<file path="src/rtl/uart_flag_pkg.sv">
package uart_flag_pkg;
  localparam int unsigned NUM_FLAGS = 6;
  localparam int unsigned STAT_W    = 8;
  // flag vector index == status bit - 2
  localparam int unsigned F_TDRE  = 5;
  localparam int unsigned F_TC    = 4;
  localparam int unsigned F_RDRF  = 3;
  localparam int unsigned F_IDLE  = 2;
  localparam int unsigned F_OVR   = 1;
  localparam int unsigned F_NOISE = 0;
  localparam logic [NUM_FLAGS-1:0] FLAG_RST = 6'b110000;
  localparam logic [NUM_FLAGS-1:0] RX_MASK  = 6'b001111;
endpackage

</file>
<file path="src/rtl/uart_flag_cell.sv">
module uart_flag_cell #(
  parameter logic RST_VAL = 1'b0
) (
  input  logic clk_i,
  input  logic rst_ni,
  input  logic set_i,
  input  logic clr_evt_i,
  input  logic stat_rd_i,
  output logic flag_o,
  output logic arm_o
);
  logic flag_q, arm_q;

  always_ff @(posedge clk_i or negedge rst_ni) begin
    if (!rst_ni) begin
      flag_q <= RST_VAL;
    end else if (set_i) begin
      flag_q <= 1'b1;
    end else if (arm_q && clr_evt_i) begin
      flag_q <= 1'b0;
    end
  end

  always_ff @(posedge clk_i or negedge rst_ni) begin
    if (!rst_ni) begin
      arm_q <= 1'b0;
    end else if (stat_rd_i) begin
      arm_q <= flag_q;
    end else if (clr_evt_i) begin
      arm_q <= 1'b0;
    end
  end

  assign flag_o = flag_q;
  assign arm_o  = arm_q;


  set_wins_chk: assert property (@(posedge clk_i) disable iff (!rst_ni)
    set_i |=> flag_q);

  clear_needs_arm_chk: assert property (@(posedge clk_i) disable iff (!rst_ni)
    $fell(flag_q) |-> $past(arm_q));

  arm_from_read_chk: assert property (@(posedge clk_i) disable iff (!rst_ni)
    $rose(arm_q) |-> $past(stat_rd_i));
endmodule

</file>
<file path="src/rtl/uart_tc_track.sv">
module uart_tc_track (
  input  logic clk_i,
  input  logic rst_ni,
  input  logic tdre_i,
  input  logic shift_idle_i,
  input  logic tx_en_i,
  input  logic brk_wr_i,
  input  logic data_wr_i,
  output logic set_o,
  output logic clr_o
);
  logic done_now, done_q, en_q;

  assign done_now = tdre_i & shift_idle_i;

  always_ff @(posedge clk_i or negedge rst_ni) begin
    if (!rst_ni) begin
      done_q <= 1'b1;
      en_q   <= 1'b0;
    end else begin
      done_q <= done_now;
      en_q   <= tx_en_i;
    end
  end

  // set only on entry into the done state so a queued clear is not masked
  assign set_o = done_now & ~done_q;
  assign clr_o = data_wr_i | (tx_en_i & ~en_q) | brk_wr_i;
endmodule

</file>
<file path="src/rtl/uart_rx_side.sv">
module uart_rx_side #(
  parameter int unsigned DATA_W = 8
) (
  input  logic              clk_i,
  input  logic              rst_ni,
  input  logic              rx_char_i,
  input  logic              rx_noise_i,
  input  logic              rx_idle_i,
  input  logic [DATA_W-1:0] rx_data_i,
  input  logic              full_i,
  output logic              set_full_o,
  output logic              set_idle_o,
  output logic              set_ovr_o,
  output logic              set_noise_o,
  output logic [DATA_W-1:0] data_o
);
  logic              accept;
  logic [DATA_W-1:0] data_q;

  assign accept      = rx_char_i & ~full_i;
  assign set_full_o  = accept;
  assign set_ovr_o   = rx_char_i & full_i;
  assign set_noise_o = accept & rx_noise_i;
  assign set_idle_o  = rx_idle_i;

  always_ff @(posedge clk_i or negedge rst_ni) begin
    if (!rst_ni) begin
      data_q <= '0;
    end else if (accept) begin
      data_q <= rx_data_i;
    end
  end

  assign data_o = data_q;


  overrun_keeps_data_chk: assert property (@(posedge clk_i) disable iff (!rst_ni)
    (rx_char_i && full_i) |=> $stable(data_q));
endmodule

</file>
<file path="src/rtl/uart_status_flags.sv">
module uart_status_flags
  import uart_flag_pkg::*;
#(
  parameter int unsigned DATA_W = 8
) (
  input  logic                 clk_i,
  input  logic                 rst_ni,
  input  logic                 stat_rd_i,
  input  logic                 data_rd_i,
  input  logic                 data_wr_i,
  input  logic                 tx_en_i,
  input  logic                 brk_wr_i,
  input  logic                 xfer_i,
  input  logic                 shift_idle_i,
  input  logic                 rx_char_i,
  input  logic                 rx_noise_i,
  input  logic                 rx_idle_i,
  input  logic [DATA_W-1:0]    rx_data_i,
  output logic [STAT_W-1:0]    status_o,
  output logic [NUM_FLAGS-1:0] arm_o,
  output logic [DATA_W-1:0]    data_o,
  output logic                 irq_o
);
  logic [NUM_FLAGS-1:0] set_v, clr_v, flag_v, arm_v;
  logic tc_set, tc_clr;

  uart_tc_track u_tc (
    .clk_i       (clk_i),
    .rst_ni      (rst_ni),
    .tdre_i      (flag_v[F_TDRE]),
    .shift_idle_i(shift_idle_i),
    .tx_en_i     (tx_en_i),
    .brk_wr_i    (brk_wr_i),
    .data_wr_i   (data_wr_i),
    .set_o       (tc_set),
    .clr_o       (tc_clr)
  );

  uart_rx_side #(.DATA_W(DATA_W)) u_rx (
    .clk_i      (clk_i),
    .rst_ni     (rst_ni),
    .rx_char_i  (rx_char_i),
    .rx_noise_i (rx_noise_i),
    .rx_idle_i  (rx_idle_i),
    .rx_data_i  (rx_data_i),
    .full_i     (flag_v[F_RDRF]),
    .set_full_o (set_v[F_RDRF]),
    .set_idle_o (set_v[F_IDLE]),
    .set_ovr_o  (set_v[F_OVR]),
    .set_noise_o(set_v[F_NOISE]),
    .data_o     (data_o)
  );

  assign set_v[F_TDRE] = xfer_i;
  assign set_v[F_TC]   = tc_set;
  assign clr_v[F_TDRE] = data_wr_i;
  assign clr_v[F_TC]   = tc_clr;
  assign clr_v[F_RDRF:0] = {(F_RDRF+1){data_rd_i}};

  for (genvar g = 0; g < NUM_FLAGS; g++) begin : g_flag
    uart_flag_cell #(.RST_VAL(FLAG_RST[g])) u_cell (
      .clk_i    (clk_i),
      .rst_ni   (rst_ni),
      .set_i    (set_v[g]),
      .clr_evt_i(clr_v[g]),
      .stat_rd_i(stat_rd_i),
      .flag_o   (flag_v[g]),
      .arm_o    (arm_v[g])
    );
  end

  assign status_o = {flag_v, 2'b00};
  assign arm_o    = arm_v;
  assign irq_o    = |(flag_v & RX_MASK);


  tdre_clear_by_write_chk: assert property (@(posedge clk_i) disable iff (!rst_ni)
    $fell(flag_v[F_TDRE]) |-> $past(data_wr_i));

  tc_set_needs_tdre_chk: assert property (@(posedge clk_i) disable iff (!rst_ni)
    $rose(flag_v[F_TC]) |-> $past(flag_v[F_TDRE] && shift_idle_i));

  ovr_no_noise_chk: assert property (@(posedge clk_i) disable iff (!rst_ni)
    (rx_char_i && flag_v[F_RDRF] && !flag_v[F_NOISE]) |=> !flag_v[F_NOISE]);

  rx_clear_by_read_chk: assert property (@(posedge clk_i) disable iff (!rst_ni)
    $fell(flag_v[F_RDRF]) |-> $past(data_rd_i));
endmodule

</file>
<file path="config.mk">
export PLATFORM = sky130hd
export DESIGN_NAME = uart_status_flags
export DESIGN_NICKNAME = d
export VERILOG_FILES = /design/src/rtl/uart_flag_pkg.sv /design/src/rtl/uart_flag_cell.sv /design/src/rtl/uart_tc_track.sv /design/src/rtl/uart_rx_side.sv /design/src/rtl/uart_status_flags.sv
export SDC_FILE = /design/constraint.sdc
export NUM_CORES = 1
export LEC_CHECK = 0
export ABC_CLOCK_PERIOD_IN_PS = 1100
export BUFFER_PORTS_ARGS = -buffer_cell sky130_fd_sc_hd__buf_2
export CAP_MARGIN = 20
export CORE_MARGIN = 1
export CORE_UTILIZATION = 40
export CTS_BUF_LIST = sky130_fd_sc_hd__clkbuf_4
export DETAILED_ROUTE_END_ITERATION = 7
export PLACE_DENSITY = 0.72
export SYNTH_ARGS = -nofsm -noshare
export SYNTH_HDL_FRONTEND = slang
export SYNTH_SLANG_ARGS = --single-unit
</file>
<file path="constraint.sdc">
create_clock -name clk_i -period 1.1 [get_ports clk_i]
set_input_delay 0.11 -clock clk_i [delete_from_list [all_inputs] [get_ports clk_i]]
set_output_delay 0.11 -clock clk_i [all_outputs]
set_load 0.03 [all_outputs]
</file>
* Word level (Yosys, flattened, before mapping) *
Index checks and enable logic that the tools add are counted.

storage, ports and cells
  register bits after elaboration = 22
  input bits = 20
  logic and storage cells = 63

operators by class
  muxes and demuxes = 21
  bitwise gates (word level) = 11
  reduce and logical (&&, ||, !) cells = 16

operators with widths
  cell               count
  $mux 1             21
  $reduce_bool 2->1  9
  $and 1x1->1        6
  $logic_and 1x1->1  6
  $reduce_or 4->1    1
  $not 1->1          3
  $or 1x1->1         2

* Longest topological paths before layout *
  word-level depth = 7
  mapped depth = 3
  mapped depth without buffers = 3

* Modules after synthesis *
A second synthesis with hierarchy kept.

second synthesis, totals
  cell total of the unflattened synthesis = 74
  area, all modules = 972.2 sq um

by module, submodules not included
  module                                  times used  cells an instance  area an instance (sq um)
  uart_rx_side                            1           21                 376.6
  uart_flag_cell at g_flag[0].u_cell ...  4           7                  80.1
  uart_flag_cell at g_flag[4].u_cell ...  2           7                  81.3
  uart_tc_track                           1           7                  86.3
  uart_status_flags                       1           4                  26.3

* Least setup slack after synthesis *
OpenSTA, ideal clock, no wires.

  path type = register to output
  start = reg g_flag[0].u_cell.flag_q
  end = out irq_o
  data arrival time = 1063 ps
  slack = -73 ps
  stages on the path, launching flop included = 2
  buffers on the path = 0
  path through = dfrtp_1 or4_1

on the way
  cells in the longest elaborated chain, start to end = 1

ends and longest elaborated chain
  item                    line                     source
  from (decl)             uart_flag_cell.sv:12     logic flag_q, arm_q;
  from (signal assigned)  uart_flag_cell.sv:16     flag_q <= RST_VAL;
  from (signal assigned)  uart_flag_cell.sv:18     flag_q <= 1'b1;
  from (signal assigned)  uart_flag_cell.sv:20     flag_q <= 1'b0;
  $reduce_or 4->1         uart_status_flags.sv:74  assign irq_o = |(flag_v & RX_MASK);
  to (decl)               uart_status_flags.sv:22  output logic irq_o

Every way passes these cells.

* Final worst setup path *
  start = reg g_flag[1].u_cell.flag_q
  end = out irq_o

on the way
  cells in the longest elaborated chain, start to end = 1

ends and longest elaborated chain
  item                    line
  from (decl)             uart_flag_cell.sv:12
  from (signal assigned)  uart_flag_cell.sv:16
  from (signal assigned)  uart_flag_cell.sv:18
  from (signal assigned)  uart_flag_cell.sv:20
  $reduce_or 4->1         uart_status_flags.sv:74

Every way passes these cells.

==> metrics list <==
- Share of the synthesized area in compound gates (AO/OA/AOI/OAI): 10.6%
- First-pass GRT wire length: 3170 um
- Total power: 2.82 mW
- In the final timing run, aggregate negative setup slack is -1.19 ns.
- For the worst-skew pair, the clock arrives at the later sink with an insertion delay of 0.30 ns.
* Vias in the first global route: 701
- The portion of synthesized area spent on multiplexers is 12.3%.
- The tree is rooted in a sky130_fd_sc_hd__clkbuf_4.
* CTS Sinks: 22
- Data required, critical path: 0.99 ns
- Area share of the leading cell type in the synthesized netlist: 48.7%
- Setup violations remaining at the end of the flow were counted as 12.
- The clock passes through at most 2 buffers.
* Top area cells in the synthesized netlist: sky130_fd_sc_hd__dfrtp_1 49%, sky130_fd_sc_hd__mux2_4 12%, sky130_fd_sc_hd__buf_4 11%
* Fin. max-slew vios: 0
- After clock tree synthesis, the clock-pin slew on the worst setup and hold paths is 0.12 ns.
* Vertical extent of the die: about 51 um
- Average detailed-routed wire length per instance: 13.4 um
* Syn Std Cell Area: 976 um^2
- The final reports fail on setup timing.
- The die covers 0.00264 mm^2.
- Traced cell by cell, the critical path runs through or4_4 -> buf_6.
- At the placement stage, the worst setup path has a slack of -0.0735 ns.
- Endpoint kind of the worst setup timing path: primary output
- Adder-Cell Fraction of Synth Area: 0%
- Die W: 51.4 um
- The setup path with the least slack is of type reg -> out.
* Final period demand of the worst path: 1.51 ns
- Maximum clock frequency: 0.662 GHz
* Most used standard cells in the synthesized netlist: 19 x sky130_fd_sc_hd__dfrtp_1, 14 x sky130_fd_sc_hd__buf_4, 8 x sky130_fd_sc_hd__mux2_4, 7 x sky130_fd_sc_hd__a22o_1, 6 x sky130_fd_sc_hd__nand2_1
- Power density relative to cell area: 2180 mW/mm^2
- The netlist uses 20 different library cells.
- Worst min path class: in -> reg
- Top cell type by total area after synthesis: sky130_fd_sc_hd__dfrtp_1
- Antenna viol nets, final: 0
- Initial antenna violation count: 0
- Vias post-DR: approximately 690
- Compared with the post-synthesis result, the final layout area differs by 32.7%.
- After layout, the worst path uses 137% of the clock period.
* Final Hold Violating Endpoints: 0
* Total Nets Final: approximately 140
- Number of synthesized flops with an enable pin: 0
* Run status: finished, violations left
* Clock buffers created by TritonCTS: 3
- Max capacitance violation total: 0
* HPWL after detailed placement: 1370 um
- Using the TritonRoute via totals, the vias-per-cell ratio works out to 4.70.
- Entering global routing, the biggest net connects 23 pins.
* Fraction of final layout cells sized beyond drive strength 1: roughly 56%
- Summing the areas of all xor and xnor instances in the mapped netlist gives 0% of the synthesized area.
* Yosys warning total: 0
- Count of port buffers added during placement: 40
- Synthesis inferred 22 register bits.
* Placed Instances: 133
* Starting density of the core: between 40% and 50%
- Clock skew: 0.00531 ns
* Worst-case vdd ir drop: a little over 1000 uV
- Most numerous cell in the Yosys netlist: sky130_fd_sc_hd__dfrtp_1
* Worst path top cell family by delay: simple AND/OR/NAND/NOR gates
* Cells after Synth: 75
- After global routing the overflow that remains totals 0.
- STA classifies the critical path startpoint as a flip-flop.
- Synthesized area per cell: approximately 13 um^2
- Number of fill cells in the layout: around 210
- CP max stage cell: sky130_fd_sc_hd__or4_4
- In this run the worst path has a maximum fanout of 2.
* Routability Congestion: 0.770
- The core region is 0.00225 mm^2.
* Fraction of registers with async set or reset after synthesis: 100%
* H-tree level count: 1
- Sequential cell area fraction in the yosys report: a little under three fifths
- I/O pin cnt: 43
- 0 antenna diodes ended up in the layout.
* Final worst setup slack: -0.409 ns
- After the first detailed-routing iteration, the DRC count stood at 3.
* Clock tree from TritonCTS: built
- Finished Layout Cells: around 150
- Together, buffers and inverters on the worst path number 1.
- Largest family of logic cells by synthesized area: buffers and inverters
- Setup repair after global routing could not meet its margin everywhere.
- Of the total synthesized cell area, the portion taken by AND, OR, NAND and NOR gates is slightly above 7%.
- In this run the core area contains 17 standard-cell rows.
- CP arrival: 1.40 ns
- For this block, the routed nets add up to 1950 um of wire.
- Number of remaining DRC errors: 0
- For this run, the slowest stage of the critical path takes 0.54 ns.
* Share of the core filled with cells: 57.4%
- Initial DRT Pass Iterations: 4
- Summed over all cells, the static leakage comes to 0.650 nW.
- Overall fraction of global-route tracks in use: 16.5%
- Leading register cell type out of synthesis: sky130_fd_sc_hd__dfrtp_1
-- placed cells by master (no fill, tap or decap), types with 2 or more instances in the layout --
cell type	n
sky130_fd_sc_hd__conb_1	2
sky130_fd_sc_hd__nor2_1	2
sky130_fd_sc_hd__buf_2	33
sky130_fd_sc_hd__buf_4	8
sky130_fd_sc_hd__nand2b_1	2
sky130_fd_sc_hd__a21o_1	2
sky130_fd_sc_hd__a22o_1	7
sky130_fd_sc_hd__nand2_1	6
sky130_fd_sc_hd__dfstp_2	3
sky130_fd_sc_hd__clkbuf_4	4
sky130_fd_sc_hd__dlygate4sd3_1	5
sky130_fd_sc_hd__mux2_4	8
sky130_fd_sc_hd__dfrtp_1	19
sky130_fd_sc_hd__buf_6	8
-- flip-flops by register name (all words and copies together) (netlist names) --
register,cells
u_rx.data_o,8
u_tc.en_q,1
g_flag.u_cell.flag_o,6
g_flag.u_cell.arm_o,6
u_tc.done_q,1
-- layer usage --
layer	wire [um]	up-vias	track usage [%]	part of all wire [%]
met3	116	2	3.27	5.9
met5	0	-	0	0
met4	9	0	5.41	0.46
met2	945	33	29.4	48
li1	-	329	-	-
met1	879	322	19.5	45
-- worst reg2reg max path: stages (launching register included) --
cell                      delay, ns
sky130_fd_sc_hd__dfrtp_1       0.43
sky130_fd_sc_hd__nor2b_2       0.18
sky130_fd_sc_hd__buf_4         0.18
sky130_fd_sc_hd__mux2_4        0.31
-- final timing paths --
kind / depth (start not counted) / endpoint / slack [ns] / start
worst max-delay path: 2 / irq_o / -0.41 / g_flag[1].u_cell.flag_o$_DFFE_PN0P_
worst min-delay path: 2 / g_flag[4].u_cell.arm_o$_DFFE_PN0P_ / 0.02 / data_wr_i
worst max register to register: 3 / u_rx.data_o[5]$_DFFE_PN0P_ / -0.09 / g_flag[3].u_cell.flag_o$_DFFE_PN0P_
worst min register to register: 1 / g_flag[3].u_cell.flag_o$_DFFE_PN0P_ / 0.52 / g_flag[3].u_cell.arm_o$_DFFE_PN0P_
max in group asynchronous: 2 / u_tc.done_q$_DFF_PN1_ / 0.46 / rst_ni
min in group asynchronous: 2 / g_flag[3].u_cell.flag_o$_DFFE_PN0P_ / 0.28 / rst_ni
-- stage by stage --
stage,instance area [um^2],hold slack (ns)
final,1290,0.0249
after CTS,1290,0.0328
after floorplan,983,-0.186
after global placement,1130,0.0887
after global routing,1290,0.0119
after detailed placement,1130,0.0913
-- cell type report --
class / instances / area (um^2) / share of cell area [%]
Timing Repair Buffer: 54 / 365 / 28.2
Multi-Input combinational cell: 37 / 307 / 23.7
Tap cell: 28 / 35.0 / 2.71
Inverter: 1 / 3.75 / 0.290
Clock buffer: 4 / 30.0 / 2.32
Sequential cell: 22 / 554 / 42.8
-- repair_timing --
action,CTS,global route
resized for setup,17,0
gates cloned,1,0
pin swaps,1,1
hold buffers,5,0
hold endpoints to repair,23,0
setup endpoints to repair,15,15
setup buffers,2,3
-- where the power goes --
group | switching [mW] | internal (mW)
Sequential | 0.132 | 1.03
Clock | 0.232 | 0.166
Combinational | 0.698 | 0.566
Total | 1.06 | 1.76
-- logic make-up after synthesis --
kind of cell / Yosys count
other: 1
multiplexers: 8
AO/OA/AOI/OAI: 13
buffers and inverters: 17
AND/OR/NAND/NOR: 14
flip-flops: 22
No activity file was read; power rests on OpenSTA's default activity.
